--- src/rtl/alu_pkg.sv ---
package alu_pkg;
  localparam int FN_W = 3;

  typedef enum logic [FN_W-1:0] {
    FN_ADD  = 3'd0,
    FN_SUB  = 3'd1,
    FN_DEC  = 3'd2,
    FN_OR   = 3'd3,
    FN_INV  = 3'd4,
    FN_SHL  = 3'd5,
    FN_CMP  = 3'd6,
    FN_RSVD = 3'd7
  } alu_fn_e;
endpackage

--- src/rtl/alu_adder.sv ---
module alu_adder #(
  parameter int W = 8
) (
  input  alu_pkg::alu_fn_e fn,
  input  logic [W-1:0]     acc,
  input  logic [W-1:0]     opnd,
  output logic [W-1:0]     sum,
  output logic             sum_zero
);
  logic [W-1:0] add_a;
  logic [W-1:0] add_b;
  logic         add_c;

  // One shared adder: subtract/compare by complement-plus-one,
  // decrement by adding all ones to the operand.
  always_comb begin
    add_a = '0;
    add_b = '0;
    add_c = 1'b0;
    case (fn)
      alu_pkg::FN_ADD: begin add_a = acc;  add_b = opnd;  end
      alu_pkg::FN_SUB,
      alu_pkg::FN_CMP: begin add_a = acc;  add_b = ~opnd; add_c = 1'b1; end
      alu_pkg::FN_DEC: begin add_a = opnd; add_b = '1;    end
      default:         begin add_a = '0;   add_b = '0;    end
    endcase
  end

  assign sum      = add_a + add_b + {{(W-1){1'b0}}, add_c};
  assign sum_zero = (sum == '0);
endmodule

--- src/rtl/alu_bitops.sv ---
module alu_bitops #(
  parameter int W = 8
) (
  input  alu_pkg::alu_fn_e fn,
  input  logic [W-1:0]     acc,
  input  logic [W-1:0]     opnd,
  output logic [W-1:0]     bits
);
  always_comb begin
    case (fn)
      alu_pkg::FN_OR:  bits = acc | opnd;
      alu_pkg::FN_INV: bits = ~opnd;
      alu_pkg::FN_SHL: bits = {opnd[W-2:0], 1'b0};
      default:         bits = '0;
    endcase
  end
endmodule

--- src/rtl/alu_eq_flag.sv ---
module alu_eq_flag #(
  parameter int SYNC_STAGES = 2
) (
  input  logic clk,
  input  logic rst_n,
  input  logic upd,
  input  logic eq,
  output logic flag
);
  logic [SYNC_STAGES-1:0] rst_pipe;
  logic                   rst_q;
  logic                   flag_d;
  logic                   flag_q;

  // Reset asserts at once, releases after SYNC_STAGES edges.
  always_ff @(posedge clk or negedge rst_n) begin
    if (!rst_n) rst_pipe <= '0;
    else        rst_pipe <= {rst_pipe[SYNC_STAGES-2:0], 1'b1};
  end
  assign rst_q = rst_pipe[SYNC_STAGES-1];

  always_comb begin
    flag_d = flag_q;
    if (upd) flag_d = eq;
  end

  always_ff @(posedge clk or negedge rst_q) begin
    if (!rst_q) flag_q <= 1'b0;
    else        flag_q <= flag_d;
  end

  assign flag = flag_q;

  // a compare lands its equality outcome on the next edge
  a_r7_flag_takes_eq: assert property (@(posedge clk) disable iff (!rst_q)
    upd |=> (flag_q == $past(eq)));

  // no compare, no change
  a_r8_flag_holds: assert property (@(posedge clk) disable iff (!rst_q)
    !upd |=> $stable(flag_q));
endmodule

--- src/rtl/acc_alu.sv ---
module acc_alu #(
  parameter int DATA_W = 8
) (
  input  logic                        clk,
  input  logic                        rst_n,
  input  logic [alu_pkg::FN_W-1:0]    func,
  input  logic [DATA_W-1:0]           acc_in,
  input  logic [DATA_W-1:0]           opnd_in,
  output logic [DATA_W-1:0]           result,
  output logic                        res_wr,
  output logic                        flag_upd,
  output logic                        eq_flag
);
  alu_pkg::alu_fn_e fn;
  logic [DATA_W-1:0] arith_res;
  logic [DATA_W-1:0] logic_res;
  logic              diff_zero;

  assign fn = alu_pkg::alu_fn_e'(func);

  alu_adder #(.W(DATA_W)) u_adder (
    .fn(fn), .acc(acc_in), .opnd(opnd_in),
    .sum(arith_res), .sum_zero(diff_zero)
  );

  alu_bitops #(.W(DATA_W)) u_bitops (
    .fn(fn), .acc(acc_in), .opnd(opnd_in), .bits(logic_res)
  );

  always_comb begin
    result   = '0;
    res_wr   = 1'b0;
    flag_upd = 1'b0;
    case (fn)
      alu_pkg::FN_ADD, alu_pkg::FN_SUB, alu_pkg::FN_DEC: begin
        result = arith_res;
        res_wr = 1'b1;
      end
      alu_pkg::FN_OR, alu_pkg::FN_INV, alu_pkg::FN_SHL: begin
        result = logic_res;
        res_wr = 1'b1;
      end
      alu_pkg::FN_CMP: begin
        result   = arith_res;
        flag_upd = 1'b1;
      end
      default: begin
        result = '0;
      end
    endcase
  end

  alu_eq_flag #(.SYNC_STAGES(2)) u_flag (
    .clk(clk), .rst_n(rst_n), .upd(flag_upd), .eq(diff_zero), .flag(eq_flag)
  );

  always_comb begin
    // compare never writes the accumulator, and strobes are exclusive
    a_r7_cmp_no_write: assert (!(res_wr && flag_upd));
    // reserved code stays silent
    if (func == 3'd7)
      a_r9_rsvd_quiet: assert (result == '0 && !res_wr && !flag_upd);
  end
endmodule

--- config.mk ---
export PLATFORM = sky130hd
export DESIGN_NAME = acc_alu
export DESIGN_NICKNAME = d
export VERILOG_FILES = /design/src/rtl/alu_pkg.sv /design/src/rtl/alu_adder.sv /design/src/rtl/alu_bitops.sv /design/src/rtl/alu_eq_flag.sv /design/src/rtl/acc_alu.sv
export SDC_FILE = /design/constraint.sdc
export NUM_CORES = 1
export LEC_CHECK = 0
export ABC_AREA = 1
export BUFFER_PORTS_ARGS = -buffer_cell sky130_fd_sc_hd__buf_4
export CAP_MARGIN = 10
export CORE_MARGIN = 5
export CORE_UTILIZATION = 51
export CTS_CLUSTER_SIZE = 40
export DETAILED_ROUTE_END_ITERATION = 8
export PLACE_DENSITY_LB_ADDON = 0.25
export SYNTH_ARGS = -nofsm -noshare
export SYNTH_HDL_FRONTEND = slang
export SYNTH_SLANG_ARGS = --single-unit
--- constraint.sdc ---
create_clock -name clk -period 2.8 [get_ports clk]
set_clock_uncertainty 0.05 [all_clocks]
set_input_delay 0.14 -clock clk [delete_from_list [all_inputs] [get_ports clk]]
set_output_delay 0.14 -clock clk [all_outputs]
set_load 0.01 [all_outputs]
==> run summary, run 1 <==
Pins Over Slew Limit = 0
Vias per std cell = 5.53
Most instantiated cells after synthesis = nand2_1 (57), inv_1 (26), o21ai_0 (22)
Sw frac = 0.463
Unique masters post-synth = 28
Area after DPL = 0.00131 sq mm
Final Setup Violations = 0
Clock slew at reported path FFs = 0.03 ns
Setup_tns = 0 ns
Fin. Hold Viols = 0
Diodes inserted = 0
Clock latency on the worst-skew pair = 0.23 ns
Number of fill cells = 198
Drt pass-1 iters = 5
CP max-delay cell = ha_1
Detail Placement HPWL = 2810 um
Number of placed I/O pins = 32
Core Box Area = 0.00196 sq mm
Max_cap viols = 0
Gp weighted congestion = 0.901
Area growth syn-to-layout = 31.9%
Critical Path AT = 2.35 ns
Worst setup SP type = input port
Multi-input logic area = 841 sq um
Ys Warns = 0
Final Cell Area = 0.00137 sq mm
Cell taking the most area after synthesis = nand2_1
PortBufs = 31
Pre-CTS WS = 0.125 ns
Post-route antenna net violation count = 0
Clock power frac = 0.194
H-tree levels = 1
Die footprint = 0.00304 sq mm
Initial core utilization = 0.530
Post-Syn Nets = 219
Nets = 258
Post-synthesis sequential area ratio = 0.0722
WL per Instance = 13.7 um
Number of synthesized flops with an enable pin = 0
Die width = 55.2 um
Synth async-reset ratio = 1.00
Syn Inst Count = 190
Bufs on Longest Clock Path = 2
Final worst-path cycle share = 0.908
DR vias = 1409
Pint = 216 uW
Post CTS Setup Buffer Count = 0
Final Critical Period = 2.54 ns
R2r worst-path depth = 1
Initial antenna violation count = 0
Cell Area, Synth = 0.00104 sq mm
Final WL = 3480 um
Initial DRC Count = 46
Worst Path Max Fanout = 11
FP Rows = 16
Die H = 55.2 um
TritonCTS buffer count = 3
Most common cell in the netlist = nand2_1
Share of layout cells above drive strength 1 = 0.254
DRC = 0
Achievable frequency = 393 MHz
Critical path endpoint category = output port
Worst min path class = input port to async pin
Max VDD drop = 0.370 mV
Critical path class = input port to output port
Critical Path, Cell by Cell = buf_4, inv_2, nand3_2, nand2_2, buf_4, nor2_1, o22ai_1, ha_1, a21oi_1, or2_2, nand3_1, nand2_1, nand2_1, nand2_1, nand4_1, buf_4
Ranking of synthesized cells by area = nand2_1 (21%), o21ai_0 (11%), inv_1 (9.4%), dfrtp_1 (7.2%), ha_1 (7.2%)
Grt ovf = 0
Worst Slack Setup Final = 0.257 ns
Vias in the first global route = 1359
Logic pwr share = 0.690
Main flop type after synthesis = dfrtp_1
Root Buffer = clkbuf_4
Reg power frac = 0.116
First-pass GRT wire length = 5500 um
Post-layout util = 0.699
Largest net degree at the start of global routing = 16
Sequential Area = 75.1 sq um
Clock sinks = 3
Seq cells post-synth = 3
GRT Resource Usage Total = 0.247
Power after layout = 401 uW
Worst path max stage delay = 0.38 ns
RSZ-0062 raised after global routing = no
Status = completed
Leak Pwr = 0.782 nW
CTS tree = yes
Data required, critical path = 2.61 ns
Mean Syn Cell Area = 5.47 sq um
Power per standard cell area = 293 mW/mm^2
P_sw = 186 uW
Post-synth top area share = 0.206
-- layout by cell type (no fill, tap or decap), types with 2 or more instances in the layout --
master and n:
a21oi_1 9, a221oi_1 3, buf_4 33, clkbuf_4 3
dfrtp_1 3, dlygate4sd3_1 2, fa_2 2, ha_1 6
inv_1 26, inv_2 5, nand2_1 57, nand2_2 3
nand3_1 14, nand4_1 5, nor2_1 11, nor2_2 4
nor2_4 2, o2111ai_1 3, o21ai_0 22, o21ai_1 2
o22ai_1 2
-- registers in the layout, summed over array words and instances, names as in the netlist --
signal,count
u_flag.rst_pipe,2
u_flag.flag,1
-- cell type report --
type                       instances  area share
tap                               27      0.0246
clock buffer                       4      0.0192
timing repair buffer              36       0.203
sequential                         3      0.0547
multi-input combinational        154       0.613
inverter                          31      0.0849
-- final timing paths --
path                                     from            endpoint  slack (ns)
min reg2reg                u_flag.rst_pipe[0]  u_flag.rst_pipe[1]        0.30
min                                     rst_n  u_flag.rst_pipe[0]        0.21
max in group asynchronous  u_flag.rst_pipe[1]         u_flag.flag        2.13
max                                   func[0]           result[6]        0.26
max reg2reg                u_flag.rst_pipe[1]         u_flag.flag        2.13
min in group clk                      func[1]         u_flag.flag        0.26
-- worst max-delay path, delay by kind of cell --
family,cells,cell delay (ns)
adders and majority gates,1,0.38
AOI/OAI and AO/OA,2,0.22
buffers and inverters,4,0.52
and+or+nand+nor,9,1.08
-- cells by family (layout without fill, tap and decap cells) --
logic type | count (synthesis) | in the layout | synth area share
buffers and inverters | 33 | 71 | 0.128
other | 1 | 1 | 0.00361
and+or+nand+nor | 101 | 101 | 0.444
adders and majority gates | 8 | 8 | 0.111
AOI/OAI and AO/OA | 44 | 44 | 0.242
DFF | 3 | 3 | 0.0722
-- layer usage --
| metal | track usage | up-vias | part of all wire |
|---|---|---|---|
| li1 | - | 704 | - |
| met1 | 0.291 | 632 | 0.39 |
| met2 | 0.451 | 63 | 0.50 |
| met3 | 0.0322 | 10 | 0.085 |
| met4 | 0.0891 | 0 | 0.024 |
| met5 | 0 | - | 0 |
-- stage by stage --
stage | cells | hold slack, ns
floorplan | 190 | -0.206
global placement | 249 | -0.128
detailed placement | 249 | -0.127
CTS | 255 | 0.176
global route | 255 | 0.209
finish | 255 | 0.208
-- timing repair --
| item | 4_1_cts | 5_1_grt |
|---|---|---|
| endpoints found under the hold margin | 3 | 0 |
| endpoints found under the setup margin | 0 | 3 |
| gates resized for setup | 0 | 4 |
| hold buffers | 2 | 0 |
-- power by group through the flow --
stage,Clock (mW),Combinational [mW],Sequential (mW)
floorplan,0,0.164,0.0472
global placement,0,0.260,0.0472
detailed placement,0,0.268,0.0472
CTS,0.0802,0.271,0.0464
global route,0.0849,0.307,0.0466
finish,0.0780,0.277,0.0465
No activity file was read; power rests on OpenSTA's default activity.
==> inputs of run 2 (changes only) <==
--- a/config.mk
+++ b/config.mk
@@ -13,6 +13,7 @@
 export CTS_CLUSTER_SIZE = 40
 export DETAILED_ROUTE_END_ITERATION = 8
 export PLACE_DENSITY_LB_ADDON = 0.25
+export RECOVER_POWER = 100
 export SYNTH_ARGS = -nofsm -noshare
 export SYNTH_HDL_FRONTEND = slang
 export SYNTH_SLANG_ARGS = --single-unit
==> run 2 against run 1 <==
Compared with the run above: fmax up 0.14%; critical endpoint unchanged; global-route usage is the same; routed wire length shrank 0.80%; first-iteration DRC count grew 8.7%; highest routed layer unchanged; largest cell class unchanged; die area unchanged.
==> run summary, run 2 (synthesized netlist as in run 1, its figures left out) <==
Status = completed
Critical Path AT = 2.35 ns (about the same)
Final Setup Violations = 0 (unchanged)
Die footprint = 0.00304 sq mm (unchanged)
Worst Path Max Fanout = 15 (+4)
Nets = 258 (unchanged)
TritonCTS buffer count = 3 (unchanged)
Launch point of the worst reg-to-reg path = u_flag.rst_pipe[1]
Critical path class = input port to output port
Largest net degree at the start of global routing = 16 (unchanged)
Worst Slack Setup Final = 0.260 ns (+0.00354 ns)
CTS tree = yes
Post-layout util = 0.688 (-0.0108)
FP Rows = 16 (unchanged)
Leak Pwr = 0.763 nW (-2.4%)
Vias per std cell = 5.64 (+2.1%)
Max VDD drop = 0.360 mV (-2.5%)
WL per Instance = 13.5 um (-0.80%)
Critical path endpoint category = output port
Worst setup SP type = input port
Pre-CTS WS = 0.125 ns (unchanged)
Worst min path class = input port to async pin
Gp weighted congestion = 0.901 (unchanged)
Area after DPL = 0.00131 sq mm (unchanged)
Initial core utilization = 0.530 (unchanged)
Number of placed I/O pins = 32 (unchanged)
Die width = 55.2 um (unchanged)
Root Buffer = clkbuf_4
Initial antenna violation count = 0 (unchanged)
Core Box Area = 0.00196 sq mm (unchanged)
Final Critical Period = 2.54 ns (-0.00353 ns)
Die H = 55.2 um (unchanged)
Clock slew at reported path FFs = 0.03 ns (about the same)
Commonest non-fill, non-tap cells in the layout = nand2_1 (57), buf_4 (28), inv_1 (26)
Clock sinks = 3 (unchanged)
Detail Placement HPWL = 2810 um (unchanged)
CP startpoint = func[1]
DRC = 0 (unchanged)
Vias in the first global route = 1359 (unchanged)
Drt pass-1 iters = 4 (-1)
Pins Over Slew Limit = 0 (unchanged)
R2r worst-path depth = 1 (unchanged)
Setup crit end = result[6]
Reg with most FFs = u_flag.rst_pipe
H-tree levels = 1 (unchanged)
Data required, critical path = 2.61 ns (about the same)
Diodes inserted = 0 (unchanged)
Number of fill cells = 205 (+3.5%)
GRT Resource Usage Total = 0.247 (unchanged)
First-pass GRT wire length = 5500 um (unchanged)
Reg2reg setup slack = 2.13 ns (about the same)
Initial DRC Count = 50 (+8.7%)
Number of flip-flops under the largest register name = 2 (unchanged)
Clock latency on the worst-skew pair = 0.23 ns (about the same)
PortBufs = 31 (unchanged)
Share of layout cells above drive strength 1 = 0.228 (-0.0263)
Bufs on Longest Clock Path = 2 (unchanged)
Post CTS Setup Buffer Count = 0 (unchanged)
Max_cap viols = 0 (unchanged)
Post-route antenna net violation count = 0 (unchanged)
DR vias = 1439 (+2.1%)
Final Cell Area = 0.00135 sq mm (-1.6%)
Final WL = 3450 um (-0.80%)
Achievable frequency = 394 MHz (+0.14%)
Final worst-path cycle share = 0.907 (-0.00126)
RSZ-0062 raised after global routing = no
Setup_tns = 0 ns (unchanged)
Area growth syn-to-layout = 29.8%
Most common cell after layout, fill and taps aside = nand2_1
Fin. Hold Viols = 0 (unchanged)
Power per standard cell area = 293 mW/mm^2 (about the same)
Grt ovf = 0 (unchanged)
Reg2Reg Capture Point = u_flag.flag
## run 2: changes by cell type in the layout (fill, tap and decap cells not counted)
cell and delta:
and2_0 +1, and2_1 -1, buf_4 -5, clkbuf_1 +5
nor2_1 +1, nor2_2 -1
## run 2: worst min path at each step
stage,end,depth (start not counted)
6_report,u_flag.rst_pipe[0],2
5_1_grt,u_flag.rst_pipe[1],2
4_1_cts,u_flag.rst_pipe[0],2
2_1_floorplan,u_flag.rst_pipe[0],0
3_3_place_gp,u_flag.rst_pipe[1],1
3_5_place_dp,u_flag.rst_pipe[1],1
## run 2: timing repair
action                                  CTS  global route
endpoints found under the setup margin    0             3
hold buffers                              2             0
hold endpoints to repair                  3             0
gates resized for setup                   0             4
## run 2: power breakdown
| part | switching, mW | leakage (nW) | internal [mW] | total, mW |
|---|---|---|---|---|
| combinational | 0.161 | 0.711 | 0.110 | 0.271 |
| sequential | 0.000692 | 0.0372 | 0.0457 | 0.0464 |
| clock | 0.0244 | 0.0150 | 0.0535 | 0.0779 |
| total | 0.186 | 0.763 | 0.209 | 0.395 |
## run 2: layout make-up
| class | count | area (sq um) | area share |
|---|---|---|---|
| Sequential cell | 3 | 75.1 | 0.0556 |
| Clock buffer | 4 | 26.3 | 0.0195 |
| Timing Repair Buffer | 36 | 260 | 0.193 |
| Inverter | 31 | 116 | 0.0862 |
| Tap cell | 27 | 33.8 | 0.0250 |
| Multi-Input combinational cell | 154 | 838 | 0.621 |
## run 2: per-stage QoR
step	total power [mW]	hold WS [ns]	instances
floorplan	0.211	-0.206	190
global placement	0.307	-0.128	249
detailed placement	0.315	-0.127	249
CTS	0.398	0.176	255
global route	0.432	0.196	255
finish	0.395	0.198	255
## run 2: metal layers
| layer | track usage | vias to the layer above | wire, um |
|---|---|---|---|
| li1 | - | 707 | - |
| met5 | 0 | - | 0 |
| met4 | 0.0891 | 0 | 82 |
| met2 | 0.451 | 69 | 1710 |
| met1 | 0.291 | 653 | 1360 |
| met3 | 0.0322 | 10 | 294 |
## run 2: critical path: stages
cell	delay [ns]
buf_6	0.14
inv_2	0.06
nand3_1	0.08
nand2_2	0.11
buf_4	0.20
o21ai_0	0.14
o21ai_0	0.12
ha_1	0.39
nand2_1	0.09
or2_2	0.31
nand3_1	0.07
nand2_1	0.06
nand2_1	0.14
nand2_1	0.08
nand4_1	0.08
buf_4	0.13
==> inputs of run 3 (changes only) <==
==> constraint.sdc (replaced) <==
create_clock -name clk -period 2.35 [get_ports clk]
set_clock_uncertainty 0.05 [all_clocks]
set_input_delay 0.1175 -clock clk [delete_from_list [all_inputs] [get_ports clk]]
set_output_delay 0.1175 -clock clk [all_outputs]
set_load 0.05 [all_outputs]
==> run 3 against run 2 <==
Compared with the run above: critical endpoint unchanged; critical path depth fell by 1; routed wire length increased by 18%; global-route usage is 0.13 points higher; core utilization grew 13 points; sequential power up 19%; largest cell class unchanged; combinational power increased by 84%.
==> run summary, run 3 (synthesized netlist as in run 1, its figures left out) <==
Final Cell Area = 0.00161 sq mm (+19%)
Pins Over Slew Limit = 0 (unchanged)
Vias per std cell = 5.80 (+2.8%)
Worst min path class = input port to async pin
Buf/Inv on CP = 3 (-1)
Number of flip-flops under the largest register name = 2 (unchanged)
Die H = 55.2 um (unchanged)
Area growth syn-to-layout = 55.1%
Clock sinks = 3 (unchanged)
First-pass GRT wire length = 5640 um (+2.5%)
DR vias = 1567 (+8.9%)
Final Setup Violations = 0 (unchanged)
Pre-CTS WS = -0.130 ns (-0.255 ns)
Commonest non-fill, non-tap cells in the layout = nand2_1 (53), buf_4 (34), inv_1 (26)
GRT Resource Usage Total = 0.248 (+0.00126)
Reg with most FFs = u_flag.rst_pipe
Leak Pwr = 0.858 nW (+12%)
Critical path endpoint category = output port
Critical Path, Cell by Cell = buf_6, inv_2, nand3_2, nand2_4, o21ai_2, o21ai_1, fa_2, fa_2, nand4_1, nand3_1, nand2_1, nand2_2, nand2_1, nand4_1, buf_6
Detail Placement HPWL = 2830 um (+0.75%)
Status = completed
WL per Instance = 15.0 um (+11%)
FP Rows = 16 (unchanged)
Drt pass-1 iters = 5 (+1)
Area after DPL = 0.00141 sq mm (+7.2%)
Critical path class = input port to output port
Most common cell after layout, fill and taps aside = nand2_1
Final Critical Period = 2.35 ns
Final worst-path cycle share = 1.00
Max_cap viols = 0 (unchanged)
Clock latency on the worst-skew pair = 0.23 ns (about the same)
Clock slew at reported path FFs = 0.04 ns (about the same)
TritonCTS buffer count = 3 (unchanged)
Max VDD drop = 0.406 mV (+13%)
CP max-delay cell = fa_2
PortBufs = 31 (unchanged)
Nets = 273 (+5.8%)
Root Buffer = clkbuf_4
Post-route antenna net violation count = 0 (unchanged)
CTS tree = yes
Worst-margin pin slew = 0.599 ns
Initial antenna violation count = 0 (unchanged)
Die footprint = 0.00304 sq mm (unchanged)
Number of placed I/O pins = 32 (unchanged)
Initial core utilization = 0.530 (unchanged)
Reg2reg setup slack = 1.67 ns (-0.46 ns)
Die width = 55.2 um (unchanged)
Worst hold slack = 0.148 ns (-0.0497 ns)
Core Box Area = 0.00196 sq mm (unchanged)
Largest net degree at the start of global routing = 10 (-6)
Initial DRC Count = 85 (+70%)
Final WL = 4060 um (+18%)
Worst path max stage delay = 0.39 ns (about the same)
Grt ovf = 0 (unchanged)
Bufs on Longest Clock Path = 2 (unchanged)
Achievable frequency = 426 MHz
Share of layout cells above drive strength 1 = 0.366 (+0.138)
Worst setup SP type = input port
Max-slew headroom = 0.603
Worst Path Max Fanout = 5 (-10)
Fin. Hold Viols = 0 (unchanged)
Diodes inserted = 0 (unchanged)
Post-route insts no fill = 270 (+5.9%)
Power per standard cell area = 399 mW/mm^2 (+36%)
Data required, critical path = 2.18 ns (-0.43 ns)
Power after layout = 643 uW (+63%)
DRC = 0 (unchanged)
Placed cells = 260 (+4.4%)
Number of fill cells = 137 (-33%)
Vias in the first global route = 1377 (+1.3%)
Gp weighted congestion = 0.929 (+3.1%)
Critical Path AT = 2.18 ns (-0.17 ns)
Worst Slack Setup Final = 0.000196 ns (-0.260 ns)
Delay-heaviest family, CP = adder cells
H-tree levels = 1 (unchanged)
[run 3: final cells by class]
cell class                 instances  area, sq um  share of cell area
clock buffer                       4         26.3              0.0163
inverter                          31          116              0.0721
multi-input combinational        154          970               0.601
sequential                         3         75.1              0.0465
tap                               27         33.8              0.0209
timing repair buffer              51          392               0.243
[run 3: final timing paths]
path                                    start                  to  cells past startpoint
max in group asynchronous  u_flag.rst_pipe[1]         u_flag.flag                      1
min in group clk                      func[1]         u_flag.flag                      5
max                                   func[2]           result[6]                     15
min                                     rst_n  u_flag.rst_pipe[0]                      2
min reg2reg                u_flag.rst_pipe[0]  u_flag.rst_pipe[1]                      0
max reg2reg                u_flag.rst_pipe[1]         u_flag.flag                      1
[run 3: timing repair]
action	in CTS	in global routing
setup buffers	1	2
hold buffers	2	0
pin swaps	4	8
cloned	0	1
resized for setup	5	35
hold endpoints to repair	3	0
endpoints found under the setup margin	2	8
[run 3: metrics by stage]
stage / TNS [ns] / utilization
after detailed placement: -0.168 / 0.717
after global routing: -0.314 / 0.822
after global placement: -0.0756 / 0.717
after floorplan: -0.0128 / -
after CTS: 0 / 0.751
final: 0 / 0.822
[run 3: routing by layer]
layer	up-vias	global-route usage	part of all wire	wire length, um
li1	739	-	-	-
met1	708	0.291	0.39	1590
met2	101	0.453	0.49	2010
met3	19	0.0509	0.082	333
met4	0	0.0648	0.032	128
met5	-	0	0	0
[run 3: power by group]
part           switching, mW  total (mW)  internal [mW]
Combinational          0.314       0.499          0.185
Clock                 0.0256      0.0892         0.0636
Sequential          0.000754      0.0552         0.0544
Total                  0.340       0.643          0.303
